**src/rtl/slt_pkg.sv**
```systemverilog
package slt_pkg;
  localparam int SLT_ADDR_W = 32;
  localparam int SLT_TAG_W  = 6;
  localparam int SLT_WORD_LSB = 2;

  typedef logic [SLT_ADDR_W-1:0] addr_t;
  typedef logic [SLT_TAG_W-1:0]  tag_t;

  // same aligned word: byte offset bits are ignored
  function automatic logic word_match(input addr_t a, input addr_t b);
    return a[SLT_ADDR_W-1:SLT_WORD_LSB] == b[SLT_ADDR_W-1:SLT_WORD_LSB];
  endfunction

  // a is older than b in modular tag order
  function automatic logic tag_older(input tag_t a, input tag_t b);
    tag_t diff;
    diff = a - b;
    return diff[SLT_TAG_W-1];
  endfunction
endpackage

```
**src/rtl/slt_alloc.sv**
```systemverilog
module slt_alloc #(
  parameter int DEPTH = 8
) (
  input  logic                     clk,
  input  logic                     rst_n,
  input  logic [DEPTH-1:0]         valid_vec,
  output logic                     full,
  output logic                     found,
  output logic [$clog2(DEPTH)-1:0] free_idx
);
  localparam int IDX_W = $clog2(DEPTH);

  always_comb begin
    found    = 1'b0;
    free_idx = '0;
    for (int i = DEPTH - 1; i >= 0; i--) begin
      if (!valid_vec[i]) begin
        found    = 1'b1;
        free_idx = IDX_W'(i);
      end
    end
  end

  assign full = &valid_vec;

  AST_ALLOC_LOWEST: assert property (@(posedge clk) disable iff (!rst_n)
    found |-> ((valid_vec | ~((DEPTH'(1) << free_idx) - DEPTH'(1))) == {DEPTH{1'b1}}));
  AST_ALLOC_FREE: assert property (@(posedge clk) disable iff (!rst_n)
    found |-> !valid_vec[free_idx]);
endmodule

```
**src/rtl/slt_entry.sv**
```systemverilog
module slt_entry
  import slt_pkg::*;
(
  input  logic  clk,
  input  logic  rst_n,
  input  logic  flush,
  input  logic  set,
  input  addr_t set_addr,
  input  tag_t  set_tag,
  input  logic  set_fault,
  input  logic  clr,
  input  logic  st_valid,
  input  addr_t st_addr,
  input  tag_t  st_tag,
  output logic  valid,
  output tag_t  tag,
  output logic  fault,
  output logic  hit
);
  addr_t addr;

  // a younger load to the committing store's word read stale data
  assign hit = valid && st_valid && word_match(addr, st_addr) && tag_older(st_tag, tag);

  always_ff @(posedge clk) begin
    if (!rst_n) begin
      valid <= 1'b0;
      addr  <= '0;
      tag   <= '0;
      fault <= 1'b0;
    end else if (flush) begin
      valid <= 1'b0;
    end else if (hit || clr) begin
      valid <= 1'b0;
    end else if (set) begin
      valid <= 1'b1;
      addr  <= set_addr;
      tag   <= set_tag;
      fault <= set_fault;
    end
  end

  AST_SET_ONLY_FREE: assert property (@(posedge clk) disable iff (!rst_n)
    set |-> !valid);
  AST_SET_LOADS: assert property (@(posedge clk) disable iff (!rst_n)
    (set && !flush) |=> (valid && tag == $past(set_tag) && fault == $past(set_fault)));
endmodule

```
**src/rtl/slt_raw_check.sv**
```systemverilog
module slt_raw_check
  import slt_pkg::*;
#(
  parameter int WBQ_DEPTH = 4
) (
  input  logic [WBQ_DEPTH-1:0]            wbq_vld,
  input  logic [WBQ_DEPTH*SLT_ADDR_W-1:0] wbq_addr,
  input  addr_t                           ld_addr,
  output logic                            hit
);
  logic [WBQ_DEPTH-1:0] slot_hit;

  for (genvar k = 0; k < WBQ_DEPTH; k++) begin : g_slot
    assign slot_hit[k] = wbq_vld[k] &&
                         word_match(wbq_addr[k*SLT_ADDR_W +: SLT_ADDR_W], ld_addr);
  end

  assign hit = |slot_hit;
endmodule

```
**src/rtl/spec_load_table.sv**
```systemverilog
module spec_load_table
  import slt_pkg::*;
#(
  parameter int DEPTH     = 8,
  parameter int WBQ_DEPTH = 4
) (
  input  logic                            clk,
  input  logic                            rst_n,
  input  logic                            flush,
  input  logic                            ld_valid,
  input  logic                            ld_spec,
  input  logic [SLT_ADDR_W-1:0]           ld_addr,
  input  logic [SLT_TAG_W-1:0]            ld_tag,
  input  logic                            ld_fault,
  output logic                            ld_grant,
  output logic [$clog2(DEPTH)-1:0]        ld_idx,
  output logic                            ld_stall,
  output logic                            ld_raw,
  input  logic [WBQ_DEPTH-1:0]            wbq_vld,
  input  logic [WBQ_DEPTH*SLT_ADDR_W-1:0] wbq_addr,
  input  logic                            st_valid,
  input  logic [SLT_ADDR_W-1:0]           st_addr,
  input  logic [SLT_TAG_W-1:0]            st_tag,
  output logic [DEPTH-1:0]                sq_vec,
  output logic [DEPTH*SLT_TAG_W-1:0]      sq_tags,
  input  logic                            pend_any,
  input  logic [SLT_TAG_W-1:0]            pend_tag,
  input  logic [$clog2(DEPTH)-1:0]        rt_idx,
  input  logic                            rt_commit,
  output logic                            rt_safe,
  output logic                            rt_fault
);
  localparam int IDX_W = $clog2(DEPTH);

  // named internal events
  logic [DEPTH-1:0] ent_valid;
  logic [DEPTH-1:0] ent_fault;
  logic [DEPTH-1:0] ent_hit;
  logic [DEPTH-1:0] set_vec;
  logic [DEPTH-1:0] clr_vec;
  tag_t             ent_tag [DEPTH];
  logic             tbl_full;
  logic             free_found;
  logic [IDX_W-1:0] free_idx;
  logic             wbq_hit;
  logic             st_conflict;
  logic             rt_in_range;
  logic             rt_live;
  logic             rt_older_all;
  logic             retire_now;

  slt_alloc #(.DEPTH(DEPTH)) u_alloc (
    .clk       (clk),
    .rst_n     (rst_n),
    .valid_vec (ent_valid),
    .full      (tbl_full),
    .found     (free_found),
    .free_idx  (free_idx)
  );

  slt_raw_check #(.WBQ_DEPTH(WBQ_DEPTH)) u_raw (
    .wbq_vld  (wbq_vld),
    .wbq_addr (wbq_addr),
    .ld_addr  (ld_addr),
    .hit      (wbq_hit)
  );

  for (genvar i = 0; i < DEPTH; i++) begin : g_ent
    slt_entry u_ent (
      .clk       (clk),
      .rst_n     (rst_n),
      .flush     (flush),
      .set       (set_vec[i]),
      .set_addr  (ld_addr),
      .set_tag   (ld_tag),
      .set_fault (ld_fault),
      .clr       (clr_vec[i]),
      .st_valid  (st_valid),
      .st_addr   (st_addr),
      .st_tag    (st_tag),
      .valid     (ent_valid[i]),
      .tag       (ent_tag[i]),
      .fault     (ent_fault[i]),
      .hit       (ent_hit[i])
    );
    assign sq_vec[i] = ent_hit[i] && !flush;
    assign sq_tags[i*SLT_TAG_W +: SLT_TAG_W] = sq_vec[i] ? ent_tag[i] : '0;
    assign set_vec[i] = ld_grant && (free_idx == IDX_W'(i));
    assign clr_vec[i] = retire_now && (rt_idx == IDX_W'(i));

    AST_SQ_RELEASE: assert property (@(posedge clk) disable iff (!rst_n)
      sq_vec[i] |=> !ent_valid[i]);
  end

  // a store committing now is not yet in the write-back queue
  assign st_conflict = st_valid && word_match(ld_addr, st_addr) && tag_older(st_tag, ld_tag);
  assign ld_raw      = ld_valid && (wbq_hit || st_conflict);

  assign ld_grant = ld_valid && ld_spec && free_found && !flush && !ld_raw;
  assign ld_stall = ld_valid && ld_spec && tbl_full && !flush;
  assign ld_idx   = free_idx;

  assign rt_in_range  = 32'(rt_idx) < DEPTH;
  assign rt_live      = rt_in_range && ent_valid[rt_idx];
  assign rt_older_all = !pend_any || tag_older(ent_tag[rt_idx], pend_tag);
  assign rt_safe      = rt_live && rt_older_all && !flush;
  assign retire_now   = rt_commit && rt_safe;
  assign rt_fault     = retire_now && ent_fault[rt_idx];

  AST_STALL_FULL: assert property (@(posedge clk) disable iff (!rst_n)
    ld_stall |-> (ent_valid == {DEPTH{1'b1}}));
  AST_GRANT_FREE: assert property (@(posedge clk) disable iff (!rst_n)
    ld_grant |-> !ent_valid[ld_idx]);
  AST_GRANT_LANDS: assert property (@(posedge clk) disable iff (!rst_n)
    ld_grant |=> ent_valid[$past(ld_idx)]);
  AST_FLUSH_EMPTY: assert property (@(posedge clk) disable iff (!rst_n)
    flush |=> (ent_valid == '0));
  AST_ONE_ALLOC: assert property (@(posedge clk) disable iff (!rst_n)
    $onehot0(set_vec));
  AST_RETIRE_FREES: assert property (@(posedge clk) disable iff (!rst_n)
    (retire_now && !ld_grant) |=> !ent_valid[$past(rt_idx)]);
  AST_FAULT_ON_RETIRE: assert property (@(posedge clk) disable iff (!rst_n)
    rt_fault |-> (rt_commit && rt_live));
  AST_UNSAFE_KEPT: assert property (@(posedge clk) disable iff (!rst_n)
    (rt_commit && rt_live && !rt_older_all && !flush && !ent_hit[rt_idx]) |=> ent_valid[$past(rt_idx)]);
endmodule

```
**config.mk**
```make
export PLATFORM = sky130hd
export DESIGN_NAME = spec_load_table
export DESIGN_NICKNAME = d
export VERILOG_FILES = /design/src/rtl/slt_pkg.sv /design/src/rtl/slt_alloc.sv /design/src/rtl/slt_entry.sv /design/src/rtl/slt_raw_check.sv /design/src/rtl/spec_load_table.sv
export SDC_FILE = /design/constraint.sdc
export NUM_CORES = 1
export LEC_CHECK = 0
export BUFFER_PORTS_ARGS = -buffer_cell sky130_fd_sc_hd__clkbuf_2
export CORE_ASPECT_RATIO = 1.25
export CORE_MARGIN = 4
export CORE_UTILIZATION = 60
export CTS_BUF_LIST = sky130_fd_sc_hd__clkbuf_4 sky130_fd_sc_hd__clkbuf_8
export CTS_CLUSTER_DIAMETER = 80
export DETAILED_ROUTE_END_ITERATION = 10
export PLACE_DENSITY = 0.84
export SLEW_MARGIN = 10
export SYNTH_ARGS = -nofsm -noshare
export SYNTH_HDL_FRONTEND = slang
export SYNTH_SLANG_ARGS = --single-unit
```
**constraint.sdc**
```tcl
create_clock -name clk -period 4.3 [get_ports clk]
set_input_delay 0.645 -clock clk [delete_from_list [all_inputs] [get_ports clk]]
set_output_delay 0.645 -clock clk [all_outputs]
set_load 0.02 [all_outputs]
```
==> run summary <==
final antenna-violating net count - 0
Worst Setup SP - rt_idx[1]
Synth area leader - dfxtp_1
sequential power share - 44.1%
NetSw - 1.75 mW
CTS Buffer Depth - 3
DRT iter0 DRCs - 1,579
Power Density - 299 mW/mm^2
Max Clk Rate - 0.248 GHz
# IOs - 290
WP data required - 3.65 ns
gpl congestion - 0.998
register area share after synthesis - 32.7%
total routed wirelength - 63.8 mm
Synth cell types - 51
yosys warns - 0
internal power - 4.69 mW
final max-slew violation count - 0
Core Box Area - 0.0304 mm^2
R2R depth - 9
final hold vios - 0
root buf cell - clkbuf_8
Clock power frac - 41.5%
clk_lat worst skew - 0.60 ns
CP max FO - 6
# diodes - 0
CTS resizes - 0
Synth Register Bits - 304
vias in the first global route - 16,000
Vias/cell - 6.07
CTS tree - done
Top FF cell, synth - dfxtp_1
HPWL after DPL - 46.0 mm
die area - 0.0339 mm^2
RR Endpoint - g_ent[7].u_ent.valid
Max Cap Violations - 0
first-pass GRT wire length - 93.8 mm
final worst-path cycle share - 93.9%
Post-synth ARST share - 0%
average size of a mapped cell - 9.63 um^2
post-synth top area share - 32.7%
DP Worst Slack - 0.280 ns
RSZ-0062 raised after global routing - false
setup slack after layout - 0.263 ns
crit path to - rt_fault
ranking of synthesized cells by area - dfxtp_1, mux2i_1, xnor2_1, nor2b_1, xor2_1
initial antenna violation count - 2
area delta synth->final - 15.8%
Post-CTS Hold Fix Bufs - 0
first-pass iteration count of the detailed router - 5
clk sink count - 304
# Post-CTS Setup Buffers - 0
Worst Setup Path Type - in -> out
Relative slew margins - 34.3%
FF-to-FF Start - g_ent[3].u_ent.tag[2]
die width - 166 um
Tot GR Track Use - 36.3%
fin cells - 2,634
P_leak - 8.36 nW
vias - 16,000
number of port buffers - 277
final setup vio count - 0
worst min path class - in -> reg
# DRC - 0
status - finished, final reports clean
H-tree Lvls - 2
Max Clock Skew - 0.0370 ns
power share of the combinational group - 14.4%
crit path DAT - 3.39 ns
Synth Instances - 1,933
Cells after DPL - 2,550
FF-to-FF setup slack - 1.17 ns
largest net degree at the start of global routing - 158
peak supply drop - 0.276 mV
Wirelength per Cell - 24.2 um
Initial Util - 61.2%
most common cell in the netlist - dfxtp_1
Die Ht - 205 um
Switching Fraction - 27.2%
CP Capture Type - output pin
share of cells above drive strength 1 - 21.3%
grt ovf - 0
Post-synth top cells - dfxtp_1, mux2i_1, nor2b_1
num rows - 71
clock slew at reported path FFs - 0.07 ns
Mapped Nets - 2,199
Worst setup SP type - input port
post-synth design cell area - 0.0186 mm^2
nets - 2,465
EDFF count, synth - 0
Least-Margin Pin Slew - 0.986 ns
min cycle time layout - 4.04 ns
TritonCTS buffer count - 48
[per-layer routing]
layer,GRT usage [%],vias to the layer above,part of all wire (%)
met3,8.92,306,9.7
met1,44.7,7598,38
met2,57.5,928,46
met4,21.3,2,7.0
met5,0,-,0.011
li1,-,7164,-
[critical path, stage by stage]
cell and delay [ns]:
clkbuf_2 0.21, mux4_2 0.52, mux2_2 0.27, ha_1 0.30, a21o_1 0.19, a21o_1 0.17
a211oi_1 0.31, xnor2_1 0.15, and2_1 0.20, nor4_2 0.23, clkbuf_2 0.20
[how the worst min path moves through the flow]
stage | startpoint | to | slack (ns) | depth (start not counted)
final | ld_fault | g_ent[0].u_ent.fault | 0.45 | 3
after global routing | ld_fault | g_ent[6].u_ent.fault | 0.46 | 3
after CTS | ld_fault | g_ent[0].u_ent.fault | 0.42 | 3
after detailed placement | g_ent[1].u_ent.fault | g_ent[1].u_ent.fault | 0.51 | 2
after global placement | g_ent[1].u_ent.fault | g_ent[1].u_ent.fault | 0.49 | 2
after floorplan | g_ent[2].u_ent.fault | g_ent[2].u_ent.fault | 0.48 | 2
[cell usage in the layout (no fill, tap or decap), types with 57 or more instances in the layout]
cell,synthesis,layout
and2_1,59,59
buf_4,15,76
clkbuf_2,0,276
clkbuf_8,0,62
dfxtp_1,304,304
mux2i_1,297,297
nand4_1,89,89
nor2b_1,271,271
nor4_1,58,57
xnor2_1,265,265
xor2_1,135,135
[cells by family after synthesis]
group | share of synthesized area [%]
compound gates | 3.64
xor+xnor | 19.0
mux | 18.1
buf+inv | 4.76
flops | 32.7
simple gates | 19.1
fa+ha+maj | 2.69
[power groups by stage]
stage | combinational (mW) | sequential, mW | clock, mW
2_1_floorplan | 0.546 | 2.90 | 0
3_3_place_gp | 0.882 | 2.90 | 0
3_5_place_dp | 0.894 | 2.90 | 0
4_1_cts | 0.900 | 2.84 | 2.68
5_1_grt | 0.971 | 2.84 | 2.82
6_report | 0.930 | 2.84 | 2.68
[area by class of cell]
type | instances | area [um^2]
Clock buffer | 78 | 973
Multi-Input combinational cell | 1443 | 11700
Timing Repair Buffer | 359 | 2080
Fill cell | 2262 | 8830
Inverter | 43 | 161
Clock inverter | 6 | 71.3
Sequential cell | 304 | 6090
Tap cell | 401 | 502
[sequential cells by signal, indices dropped and copies added, names as in the netlist]
signal	flops
g_ent.u_ent.valid	8
g_ent.u_ent.fault	8
g_ent.u_ent.tag	48
g_ent.u_ent.addr	240
[stage by stage]
| step | TNS [ns] | utilization [%] | total power, mW | cell area (um^2) | hold WS (ns) |
|---|---|---|---|---|---|
| 3_3_place_gp | 0 | 67.5 | 3.78 | 20500 | 0.492 |
| 6_report | 0 | 70.9 | 6.45 | 21600 | 0.448 |
| 4_1_cts | 0 | 70.9 | 6.42 | 21600 | 0.421 |
| 2_1_floorplan | -0.0619 | - | 3.44 | 18600 | 0.477 |
| 5_1_grt | 0 | 70.9 | 6.63 | 21600 | 0.465 |
| 3_5_place_dp | 0 | 67.5 | 3.80 | 20500 | 0.513 |
No activity file was read; power rests on OpenSTA's default activity.
